$ cat src/rtl/clkdiv_pkg.sv
package clkdiv_pkg;
  localparam int DIV_W   = 2;
  localparam int LP_LOG2 = 8;
  localparam int RATIO_W = LP_LOG2 + 1;
  localparam int CNT_W   = LP_LOG2;
  localparam int REG_W   = 8;

  // bit 4 stop, bit 3 auto-return, bit 2 low-power, bits [1:0] ratio code
  typedef struct packed {
    logic             stop;
    logic             auto_ret;
    logic             lowpwr;
    logic [DIV_W-1:0] code;
  } ctrl_t;

  localparam int CTRL_W = $bits(ctrl_t);

  function automatic logic [RATIO_W-1:0] ratio_of(ctrl_t c);
    logic [RATIO_W-1:0] one;
    one = RATIO_W'(1);
    if (c.lowpwr) return one << LP_LOG2;
    return one << c.code;
  endfunction
endpackage

$ cat src/rtl/clkdiv_ctrl_reg.sv
module clkdiv_ctrl_reg
  import clkdiv_pkg::*;
(
  input  logic              clk,
  input  logic              rst_n,
  input  logic              wr_en,
  input  logic [CTRL_W-1:0] wr_bits,
  input  logic              wake_evt,
  input  logic              fll_locked_in,
  input  logic              xtal_ready_in,
  output ctrl_t             ctrl,
  output logic [1:0]        status_q,
  output logic              wake_lp_clr,
  output logic              wake_stop_clr
);
  assign wake_lp_clr   = !wr_en && wake_evt && ctrl.auto_ret && ctrl.lowpwr;
  assign wake_stop_clr = !wr_en && wake_evt && ctrl.stop;

  always_ff @(posedge clk) begin
    if (!rst_n) begin
      ctrl     <= '0;
      status_q <= '0;
    end else begin
      status_q <= {xtal_ready_in, fll_locked_in};
      if (wr_en) begin
        ctrl <= ctrl_t'(wr_bits);
      end else begin
        if (wake_lp_clr)   ctrl.lowpwr <= 1'b0;
        if (wake_stop_clr) ctrl.stop   <= 1'b0;
      end
    end
  end
endmodule

$ cat src/rtl/clkdiv_period_cnt.sv
module clkdiv_period_cnt #(
  parameter int CNT_W   = 8,
  parameter int RATIO_W = 9
) (
  input  logic               clk,
  input  logic               rst_n,
  input  logic [RATIO_W-1:0] ratio,
  output logic               ce
);
  logic [CNT_W-1:0] cnt;
  logic [RATIO_W-1:0] reload;

  assign reload = ratio - RATIO_W'(1);
  assign ce     = (cnt == '0);

  always_ff @(posedge clk) begin
    if (!rst_n)  cnt <= '0;
    else if (ce) cnt <= reload[CNT_W-1:0];
    else         cnt <= cnt - CNT_W'(1);
  end
endmodule

$ cat src/rtl/clkdiv_pwr_ctrl.sv
module clkdiv_pwr_ctrl
  import clkdiv_pkg::*;
(
  input  logic             clk,
  input  logic             rst_n,
  input  logic             wr_en,
  input  logic [REG_W-1:0] wr_data,
  output logic [REG_W-1:0] rd_data,
  input  logic             wake_evt,
  input  logic             fll_locked_in,
  input  logic             xtal_ready_in,
  output logic             sys_ce,
  output logic             stop_req
);
  ctrl_t              ctrl;
  logic [1:0]         status_q;
  logic               wake_lp_clr;
  logic               wake_stop_clr;
  logic [RATIO_W-1:0] next_ratio;
  logic               unused_hi;

  assign unused_hi = ^wr_data[REG_W-1:CTRL_W];

  clkdiv_ctrl_reg i_reg (
    .clk           (clk),
    .rst_n         (rst_n),
    .wr_en         (wr_en),
    .wr_bits       (wr_data[CTRL_W-1:0]),
    .wake_evt      (wake_evt),
    .fll_locked_in (fll_locked_in),
    .xtal_ready_in (xtal_ready_in),
    .ctrl          (ctrl),
    .status_q      (status_q),
    .wake_lp_clr   (wake_lp_clr),
    .wake_stop_clr (wake_stop_clr)
  );

  assign next_ratio = ratio_of(ctrl);

  clkdiv_period_cnt #(.CNT_W(CNT_W), .RATIO_W(RATIO_W)) i_cnt (
    .clk   (clk),
    .rst_n (rst_n),
    .ratio (next_ratio),
    .ce    (sys_ce)
  );

  assign rd_data  = {1'b0, status_q, ctrl};
  assign stop_req = ctrl.stop;
endmodule

$ cat config.mk
export PLATFORM = sky130hd
export DESIGN_NAME = clkdiv_pwr_ctrl
export DESIGN_NICKNAME = d
export VERILOG_FILES = /design/src/rtl/clkdiv_pkg.sv /design/src/rtl/clkdiv_ctrl_reg.sv /design/src/rtl/clkdiv_period_cnt.sv /design/src/rtl/clkdiv_pwr_ctrl.sv
export SDC_FILE = /design/constraint.sdc
export NUM_CORES = 1
export LEC_CHECK = 0
export ABC_CLOCK_PERIOD_IN_PS = 5100
export CAP_MARGIN = 20
export CORE_MARGIN = 3
export CORE_UTILIZATION = 35
export CTS_CLUSTER_SIZE = 20
export DETAILED_ROUTE_END_ITERATION = 10
export RECOVER_POWER = 50
export REMOVE_ABC_BUFFERS = 1
export SLEW_MARGIN = 20
export SYNTH_ARGS = -nofsm -noshare
export SYNTH_HDL_FRONTEND = slang
export SYNTH_SLANG_ARGS = --single-unit
$ cat constraint.sdc
create_clock -name clk -period 5.1 [get_ports clk]
set_input_delay 1.02 -clock clk [delete_from_list [all_inputs] [get_ports clk]]
set_output_delay 1.02 -clock clk [all_outputs]
set_load 0.02 [all_outputs]
==> results of run 1 <==
-- state kept, by name, indices dropped and copies added, names as in the netlist --
| register | flops |
|---|---|
| i_cnt.cnt | 8 |
| i_reg.ctrl | 5 |
| i_reg.status_q | 2 |
-- cell families after synthesis --
group | count (synthesis) | share of synthesized area
buf+inv | 8 | 0.05136
simple gates | 36 | 0.3048
other cells | 1 | 0.005132
fa+ha+maj | 1 | 0.01712
mux | 3 | 0.04110
flops | 15 | 0.4110
compound gates | 17 | 0.1695
-- how the worst min path moves through the flow --
stage                             from                       to  slack, ps  depth (start not counted)
6_report       i_cnt.cnt[3]$_SDFF_PN0_  i_cnt.cnt[3]$_SDFF_PN0_        520                          2
3_3_place_gp   i_cnt.cnt[3]$_SDFF_PN0_  i_cnt.cnt[3]$_SDFF_PN0_        500                          2
5_1_grt        i_cnt.cnt[3]$_SDFF_PN0_  i_cnt.cnt[3]$_SDFF_PN0_        560                          2
3_5_place_dp   i_cnt.cnt[3]$_SDFF_PN0_  i_cnt.cnt[3]$_SDFF_PN0_        510                          2
2_1_floorplan  i_cnt.cnt[3]$_SDFF_PN0_  i_cnt.cnt[3]$_SDFF_PN0_        480                          2
4_1_cts        i_cnt.cnt[3]$_SDFF_PN0_  i_cnt.cnt[3]$_SDFF_PN0_        520                          2
-- layer usage --
layer	up-vias	track usage	routed length (um)
met3	2	0.05731	93
met5	-	0	0
li1	335	-	-
met4	0	0.06550	22
met2	16	0.1843	661
met1	293	0.1764	777
-- placed cells by master, fill, tap and decap left out, types with 2 or more instances in the layout --
| cell | n |
|---|---|
| a21boi_0 | 4 |
| o21ai_0 | 2 |
| a21oi_1 | 2 |
| mux2i_1 | 3 |
| dfxtp_1 | 15 |
| nand3b_1 | 2 |
| nor3_1 | 2 |
| and2_1 | 3 |
| o21a_1 | 2 |
| clkdlybuf4s50_1 | 18 |
| nor2_1 | 2 |
| o2111ai_1 | 2 |
| or4_1 | 2 |
| nor3b_1 | 2 |
| nor2b_1 | 5 |
| nor4_1 | 4 |
| nand2_1 | 5 |
| inv_1 | 2 |
| clkbuf_4 | 3 |
| nand4_1 | 2 |
-- Yosys cell counts (all sizes together) (2+ instances only) --
cell | n | share of area
o21a | 2 | 0.021
inv | 2 | 0.010
dfxtp | 15 | 0.41
nand4 | 2 | 0.017
nand3b | 2 | 0.021
nand2 | 5 | 0.026
mux2i | 3 | 0.041
o2111ai | 2 | 0.024
nor3 | 2 | 0.014
o21ai | 2 | 0.014
a21boi | 4 | 0.041
nor2b | 5 | 0.043
nor2 | 2 | 0.010
and2 | 3 | 0.026
nor4 | 4 | 0.034
or4 | 3 | 0.036
buf | 2 | 0.021
clkbuf | 4 | 0.021
a21oi | 2 | 0.014
nor3b | 2 | 0.021
-- where the power goes --
part,total [mW],switching (mW),internal (mW)
logic,0.180,0.0889,0.0909
registers,0.177,0.0346,0.142
clock network,0.0702,0.0404,0.0298
total,0.427,0.164,0.263
-- worst max-delay path: cells and delay by family, from the launching register on --
kind / cells / cell delay [ps]
buffers and inverters: 1 / 600
flip-flops: 1 / 380
AND/OR/NAND/NOR: 2 / 870
-- area by class of cell --
cell class	count	area share
Clock buffer	3	0.02365
Clock inverter	1	0.007884
Inverter	2	0.007884
Multi-Input combinational cell	58	0.4126
Sequential cell	15	0.3154
Tap cell	25	0.03285
Timing Repair Buffer	19	0.1997
-- metrics by stage --
stage               total power [mW]  setup WS, ps  instance area, um2  utilization
global route                  0.4629          1853               952.2       0.5177
global placement              0.3581          2298               922.1       0.5014
CTS                           0.4306          1940               952.2       0.5177
finish                        0.4267          1948               952.2       0.5177
detailed placement            0.3598          2273               922.1       0.5014
floorplan                     0.3011          2924               700.7            -
==> flow_summary.toml, run 1 <==
[logic_synthesis]
synthFlopType = "dfxtp_1"
yosys_warnings = 0
synth_edf_count = 0
yosysSeqAreaShare = 0.4110
synth-seq-cells = 15
syn_area_per_cell_um2 = 9.021
yosysUniqueCellTypes = 35
synthCells = 81
async_flop_share = 0
synth.cell_area_um2 = 730.7

[timing]
finalSetupViolations = 0
finClkSkew_ps = 5.370
rsz0062_at_grt = "false"
worstMarginPinSlew_ps = 655.6
final_max_slew_viol_count = 0
holdWs_ps = 518.4
fmax_mhz = 317.2
timing.final.crit_share = 0.6181
hold_viol = 0
period_needed_ps = 3152
slew_headroom = 0.5589
finalSetupTns_ps = 0

[grt]
grt_pass1_wl_um = 2594
antenna_found_initial = 0
overflow = 0
grt_max_degree = 20
grt_pass1_vias = 562
grt.total_usage = 0.1338

[die]
die_x_um = 51.69
rows = 15
pin_count = 24
die_y_um = 51.69
die_area_mm2 = 0.002672
core_area_mm2 = 0.001839
start_util = 0.3973

[setup_path]
cp_cell_sequence = "nor4_1, and3_1, clkdlybuf4s50_1"
r2r_slack_ps = 2830
worstSetupStartpoint = "i_cnt.cnt[1]$_SDFF_PN0_"
critPathCaptureType = "primary output"
arrival_ps = 2130
worstReg2RegStart = "i_cnt.cnt[4]$_SDFF_PN0_"
cp.required_ps = 4080
startpoint_type = "register"
path_max_fanout = 6
cpPeakStageDelay_ps = 620
rr_worst_depth = 6
critPathKind = "register to primary output"
worstReg2RegEnd = "i_cnt.cnt[6]$_SDFF_PN0_"
slowest_stage = "nor4_1"
setup.worst_path.end = "sys_ce"

[flow_run]
cap_violations = 0

[clock_network]
cts_tree = "done"
cts_max_level = 1
cts_inserted_buffers = 3
cts.sinks = 15
clockBufferDepth = 2
root_buffer = "clkbuf_4"
ctsHoldBuffers = 0
cts_setup_buffers = 0
post_cts_resize_count = 0
clk_latency_ps = 290
clkTransAtPathRegs_ps = 100

[finish]
multiInputGateArea_um2 = 392.9
drive_gt1_frac = 0.07143
diodes = 0
fin_cells = 123
seq_area_um2 = 300.3
nNetsFinal = 114
areaGrowthSynthToFinish_pct = 30.31
fillers = 185

[min_path]
hold_class = "register to register"

[place]
place_inst = 119
gp_congestion = 0.8308
port-buffer-count = 19
post-dp-hpwl_um = 1129

[drt]
drtIter0Drc = 6
vias = 646
wire_per_inst_um = 12.64
firstDrtPassIters = 3
via_per_inst = 5.252
remaining_drc_errors = 0
ant_nets = 0
routed_wl_um = 1555

[pwr]
p_leak_nw = 0.3411
max-vdd-ir-drop_mv = 0.2504
power_per_cell_area_mw_per_mm2 = 448.1

[outcome]
status = "finished, final reports clean"
(Power assumes the default switching activity.)
==> run 2: changes to the inputs <==
--- a/config.mk
+++ b/config.mk
@@ -5,7 +5,7 @@
 export SDC_FILE = /design/constraint.sdc
 export NUM_CORES = 1
 export LEC_CHECK = 0
-export ABC_CLOCK_PERIOD_IN_PS = 5100
+export ABC_CLOCK_PERIOD_IN_PS = 3100
 export CAP_MARGIN = 20
 export CORE_MARGIN = 3
 export CORE_UTILIZATION = 35
==> constraint.sdc (replaced) <==
create_clock -name clk -period 3.1 [get_ports clk]
set_input_delay 0.62 -clock clk [delete_from_list [all_inputs] [get_ports clk]]
set_output_delay 0.62 -clock clk [all_outputs]
set_load 0.02 [all_outputs]
==> flow_summary.toml, run 2 (synthesis gave the netlist of run 1 again) <==
[pwr]
p_leak_nw = 0.3453
max-vdd-ir-drop_mv = 0.3255
power_per_cell_area_mw_per_mm2 = 740.9

[finish]
top_regs = "i_cnt.cnt (8), i_reg.ctrl (5), i_reg.status_q (2)"
multiInputGateArea_um2 = 392.9
fillers = 192
areaGrowthSynthToFinish_pct = 30.31
most-common-layout-cells = "17 x clkdlybuf4s50_1, 15 x dfxtp_1, 5 x nor2b_1, 5 x nand2_1"
final_common_cell = "clkdlybuf4s50_1"
seq_area_um2 = 300.3
diodes = 0
top_register = "i_cnt.cnt"
nNetsFinal = 115
fin_cells = 124
postLayoutCoreUtil = 0.5177
design_area_um2 = 952.2
largest_register_ffs = 8
drive_gt1_frac = 0.06061

[place]
post-dp-hpwl_um = 1164
place_inst = 120
placed_cell_area_um2 = 929.6
gp_congestion = 0.8248
port-buffer-count = 19

[drt]
remaining_drc_errors = 0
routed_wl_um = 1610
via_per_inst = 5.298
ant_nets = 0
vias = 657
wire_per_inst_um = 12.98
drtIter0Drc = 21
firstDrtPassIters = 4

[timing]
holdWs_ps = 524.0
worstMarginPinSlew_ps = 644.0
rsz0062_at_grt = "false"
timing.final.crit_share = 0.8888
slew_headroom = 0.5667
finClkSkew_ps = 3.298
hold_viol = 0
finalSetupTns_ps = 0
fmax_mhz = 362.9
finalSetupViolations = 0
final_max_slew_viol_count = 0
period_needed_ps = 2755

[grt]
grt.total_usage = 0.1368
grt_max_degree = 19
grt_util_met3 = 0.05731
busiest_layer = "met2"
antenna_found_initial = 0
grt_pass1_vias = 619
overflow = 0
met2_usage = 0.2140
grt_pass1_wl_um = 2691
met1_usage = 0.1605

[die]
rows = 15
die_area_mm2 = 0.002672
start_util = 0.3973
core_area_mm2 = 0.001839
die_x_um = 51.69
die_y_um = 51.69
pin_count = 24

[clock_network]
clkTransAtPathRegs_ps = 90
clk_latency_ps = 280
cts_setup_buffers = 0
ctsHoldBuffers = 0
cts_inserted_buffers = 3
cts.sinks = 15
clockBufferDepth = 2
post_cts_resize_count = 0
cts_tree = "done"
cts_max_level = 1
root_buffer = "clkbuf_4"

[setup_path]
critPathKind = "register to primary output"
critPathCaptureType = "primary output"
cpPeakStageDelay_ps = 610
slowest_stage = "nor4_1"
startpoint_type = "register"
cp.required_ps = 2480
path_max_fanout = 6
arrival_ps = 2140
cp_cell_sequence = "nor4_1, and3_1, clkdlybuf4s50_1"

[outcome]
status = "finished, final reports clean"

[flow_run]
cap_violations = 0

[min_path]
hold_class = "register to register"
[run 2: worst paths after layout]
check | slack, ps | cells past startpoint | to | startpoint
setup / recovery | 340 | 3 | sys_ce | i_cnt.cnt[1]$_SDFF_PN0_
hold / removal | 520 | 2 | i_cnt.cnt[7]$_SDFF_PN0_ | i_cnt.cnt[7]$_SDFF_PN0_
setup reg to reg | 740 | 6 | i_cnt.cnt[6]$_SDFF_PN0_ | i_cnt.cnt[4]$_SDFF_PN0_
hold reg to reg | 520 | 2 | i_cnt.cnt[7]$_SDFF_PN0_ | i_cnt.cnt[7]$_SDFF_PN0_
[run 2: per-stage QoR]
step	power, mW	setup slack, ps
CTS	0.7072	355.8
global placement	0.5880	749.8
detailed placement	0.5931	682.2
global route	0.7526	235.2
finish	0.7055	344.6
floorplan	0.4954	949.1
[run 2: area by class of cell]
cell class	instances	share of cell area
clock buffers	4	0.02760
multi-input cells	58	0.4126
inverters	2	0.007884
well taps	25	0.03285
repair buffers	20	0.2037
flip-flops and latches	15	0.3154
[run 2: per-layer routing]
layer	share of wire	up-vias	wire length, um
met5	0	-	0
met4	0.011	0	17
met3	0.058	2	94
met2	0.46	19	733
met1	0.48	301	765
li1	-	335	-
[run 2: power breakdown]
group	switching (mW)	internal, mW	leakage (nW)	total (mW)
logic	0.150	0.150	0.206	0.300
registers	0.0600	0.234	0.124	0.294
clock network	0.0619	0.0499	0.0150	0.112
[run 2: critical path, delay by kind of cell, from the launching register on]
| kind | cells | cell delay (ps) |
|---|---|---|
| AND/OR/NAND/NOR | 2 | 870 |
| flip-flops | 1 | 380 |
| buffers and inverters | 1 | 600 |
==> run 3: changes to the inputs <==
--- a/config.mk
+++ b/config.mk
@@ -11,6 +11,7 @@
 export CORE_UTILIZATION = 35
 export CTS_CLUSTER_SIZE = 20
 export DETAILED_ROUTE_END_ITERATION = 10
+export PLACE_DENSITY = 0.71
 export RECOVER_POWER = 50
 export REMOVE_ABC_BUFFERS = 1
 export SLEW_MARGIN = 20
==> flow_summary.toml, run 3 (synthesis gave the netlist of run 1 again) <==
[finish]
design_area_um2 = 952.2
seq_area_um2 = 300.3
areaGrowthSynthToFinish_pct = 30.31
largest_register_ffs = 8
postLayoutCoreUtil = 0.5177
multiInputGateArea_um2 = 389.1
fillers = 187
final_common_cell = "clkdlybuf4s50_1"
nNetsFinal = 115
most-common-layout-cells = "18 x clkdlybuf4s50_1, 15 x dfxtp_1, 5 x nor2b_1, 5 x nand2_1"
top_regs = "i_cnt.cnt (8), i_reg.ctrl (5), i_reg.status_q (2)"
top_register = "i_cnt.cnt"
drive_gt1_frac = 0.06061
diodes = 0

[clock_network]
cts_inserted_buffers = 3
cts_max_level = 1
root_buffer = "clkbuf_4"
clockBufferDepth = 2
clkTransAtPathRegs_ps = 100
cts_tree = "done"
cts.sinks = 15
post_cts_resize_count = 0
clk_latency_ps = 290
cts_setup_buffers = 0
ctsHoldBuffers = 0

[drt]
via_per_inst = 5.548
ant_nets = 0
routed_wl_um = 1537
vias = 688
drtIter0Drc = 20
remaining_drc_errors = 0
wire_per_inst_um = 12.40
firstDrtPassIters = 4

[grt]
grt_pass1_wl_um = 2428
grt.total_usage = 0.1203
overflow = 0
grt_pass1_vias = 611
antenna_found_initial = 0
grt_max_degree = 19

[die]
pin_count = 24
die_x_um = 51.69
start_util = 0.3973
die_area_mm2 = 0.002672
rows = 15
core_area_mm2 = 0.001839
die_y_um = 51.69

[pwr]
max-vdd-ir-drop_mv = 0.3989
p_sw_uw = 272.1
internal-power_uw = 425.5
swShare = 0.3900
clock_power_share = 0.170
power_per_cell_area_mw_per_mm2 = 732.6
comb_power_share = 0.418
p_seq_frac = 0.412
p_leak_nw = 0.3407

[timing]
fmax_mhz = 366.8
finClkSkew_ps = 1.105
slew_headroom = 0.5657
rsz0062_at_grt = "false"
finalSetupTns_ps = 0
finalSetupViolations = 0
final_max_slew_viol_count = 0
worstMarginPinSlew_ps = 645.6
timing.final.crit_share = 0.8795
period_needed_ps = 2726
hold_viol = 0

[setup_path]
critPathKind = "register to primary output"
startpoint_type = "register"
cp.required_ps = 2480
path_max_fanout = 6
arrival_ps = 2110
critPathCaptureType = "primary output"

[flow_run]
cap_violations = 0

[place]
port-buffer-count = 19
gp_congestion = 0.8930
post-dp-hpwl_um = 1111
placed_cell_area_um2 = 929.6

[min_path]
hold_class = "register to register"

[outcome]
status = "finished, final reports clean"
run 3: cell types whose count changed in the layout (fill, tap and decap cells not counted):
cell             before  now
dlygate4sd3_1         2    1
and2_0                0    1
or4_1                 2    3
clkbuf_1              2    1
clkinvlp_4            0    1
clkdlybuf4s50_1      17   18
and2_1                3    2
or4_4                 1    0
run 3: critical path, stage by stage, from the launching register on:
cell and delay, ps:
dfxtp_1 370, nor4_1 610, and3_1 250, clkdlybuf4s50_1 600
run 3: layout make-up:
class,count,area share
clock buffer,3,0.02365
timing repair buffer,20,0.2037
multi-input combinational,58,0.4087
tap,25,0.03285
sequential,15,0.3154
inverter,2,0.007884
clock inverter,1,0.007884
run 3: path summary, 6_finish.rpt:
kind / start / to / slack (ps) / cells past startpoint
worst min register to register: i_cnt.cnt[7]$_SDFF_PN0_ / i_cnt.cnt[7]$_SDFF_PN0_ / 540 / 2
worst min-delay path: i_cnt.cnt[7]$_SDFF_PN0_ / i_cnt.cnt[7]$_SDFF_PN0_ / 540 / 2
worst max-delay path: i_cnt.cnt[1]$_SDFF_PN0_ / sys_ce / 370 / 3
worst max register to register: i_cnt.cnt[4]$_SDFF_PN0_ / i_cnt.cnt[6]$_SDFF_PN0_ / 780 / 6
run 3: per-stage QoR:
step / instances / worst slack (ps) / power [mW] / hold slack (ps)
floorplan: 75 / 949.1 / 0.4954 / 476.2
global placement: 120 / 727.2 / 0.5817 / 500.5
detailed placement: 120 / 747.2 / 0.5878 / 518.9
CTS: 124 / 396.5 / 0.7086 / 534.8
global route: 124 / 279.9 / 0.7434 / 569.1
finish: 124 / 373.6 / 0.6976 / 538.2
run 3: power by group through the flow:
| stage | Combinational (mW) | Sequential [mW] | Clock [mW] |
|---|---|---|---|
| 5_1_grt | 0.317 | 0.294 | 0.132 |
| 3_5_place_dp | 0.296 | 0.292 | 0 |
| 3_3_place_gp | 0.291 | 0.291 | 0 |
| 2_1_floorplan | 0.209 | 0.287 | 0 |
| 6_report | 0.292 | 0.288 | 0.118 |
| 4_1_cts | 0.297 | 0.287 | 0.124 |
run 3: routing by layer:
layer  track usage  routed length, um
met1        0.1421                727
met2        0.1864                645
met3       0.06017                140
met4       0.04367                 24
met5             0                  0
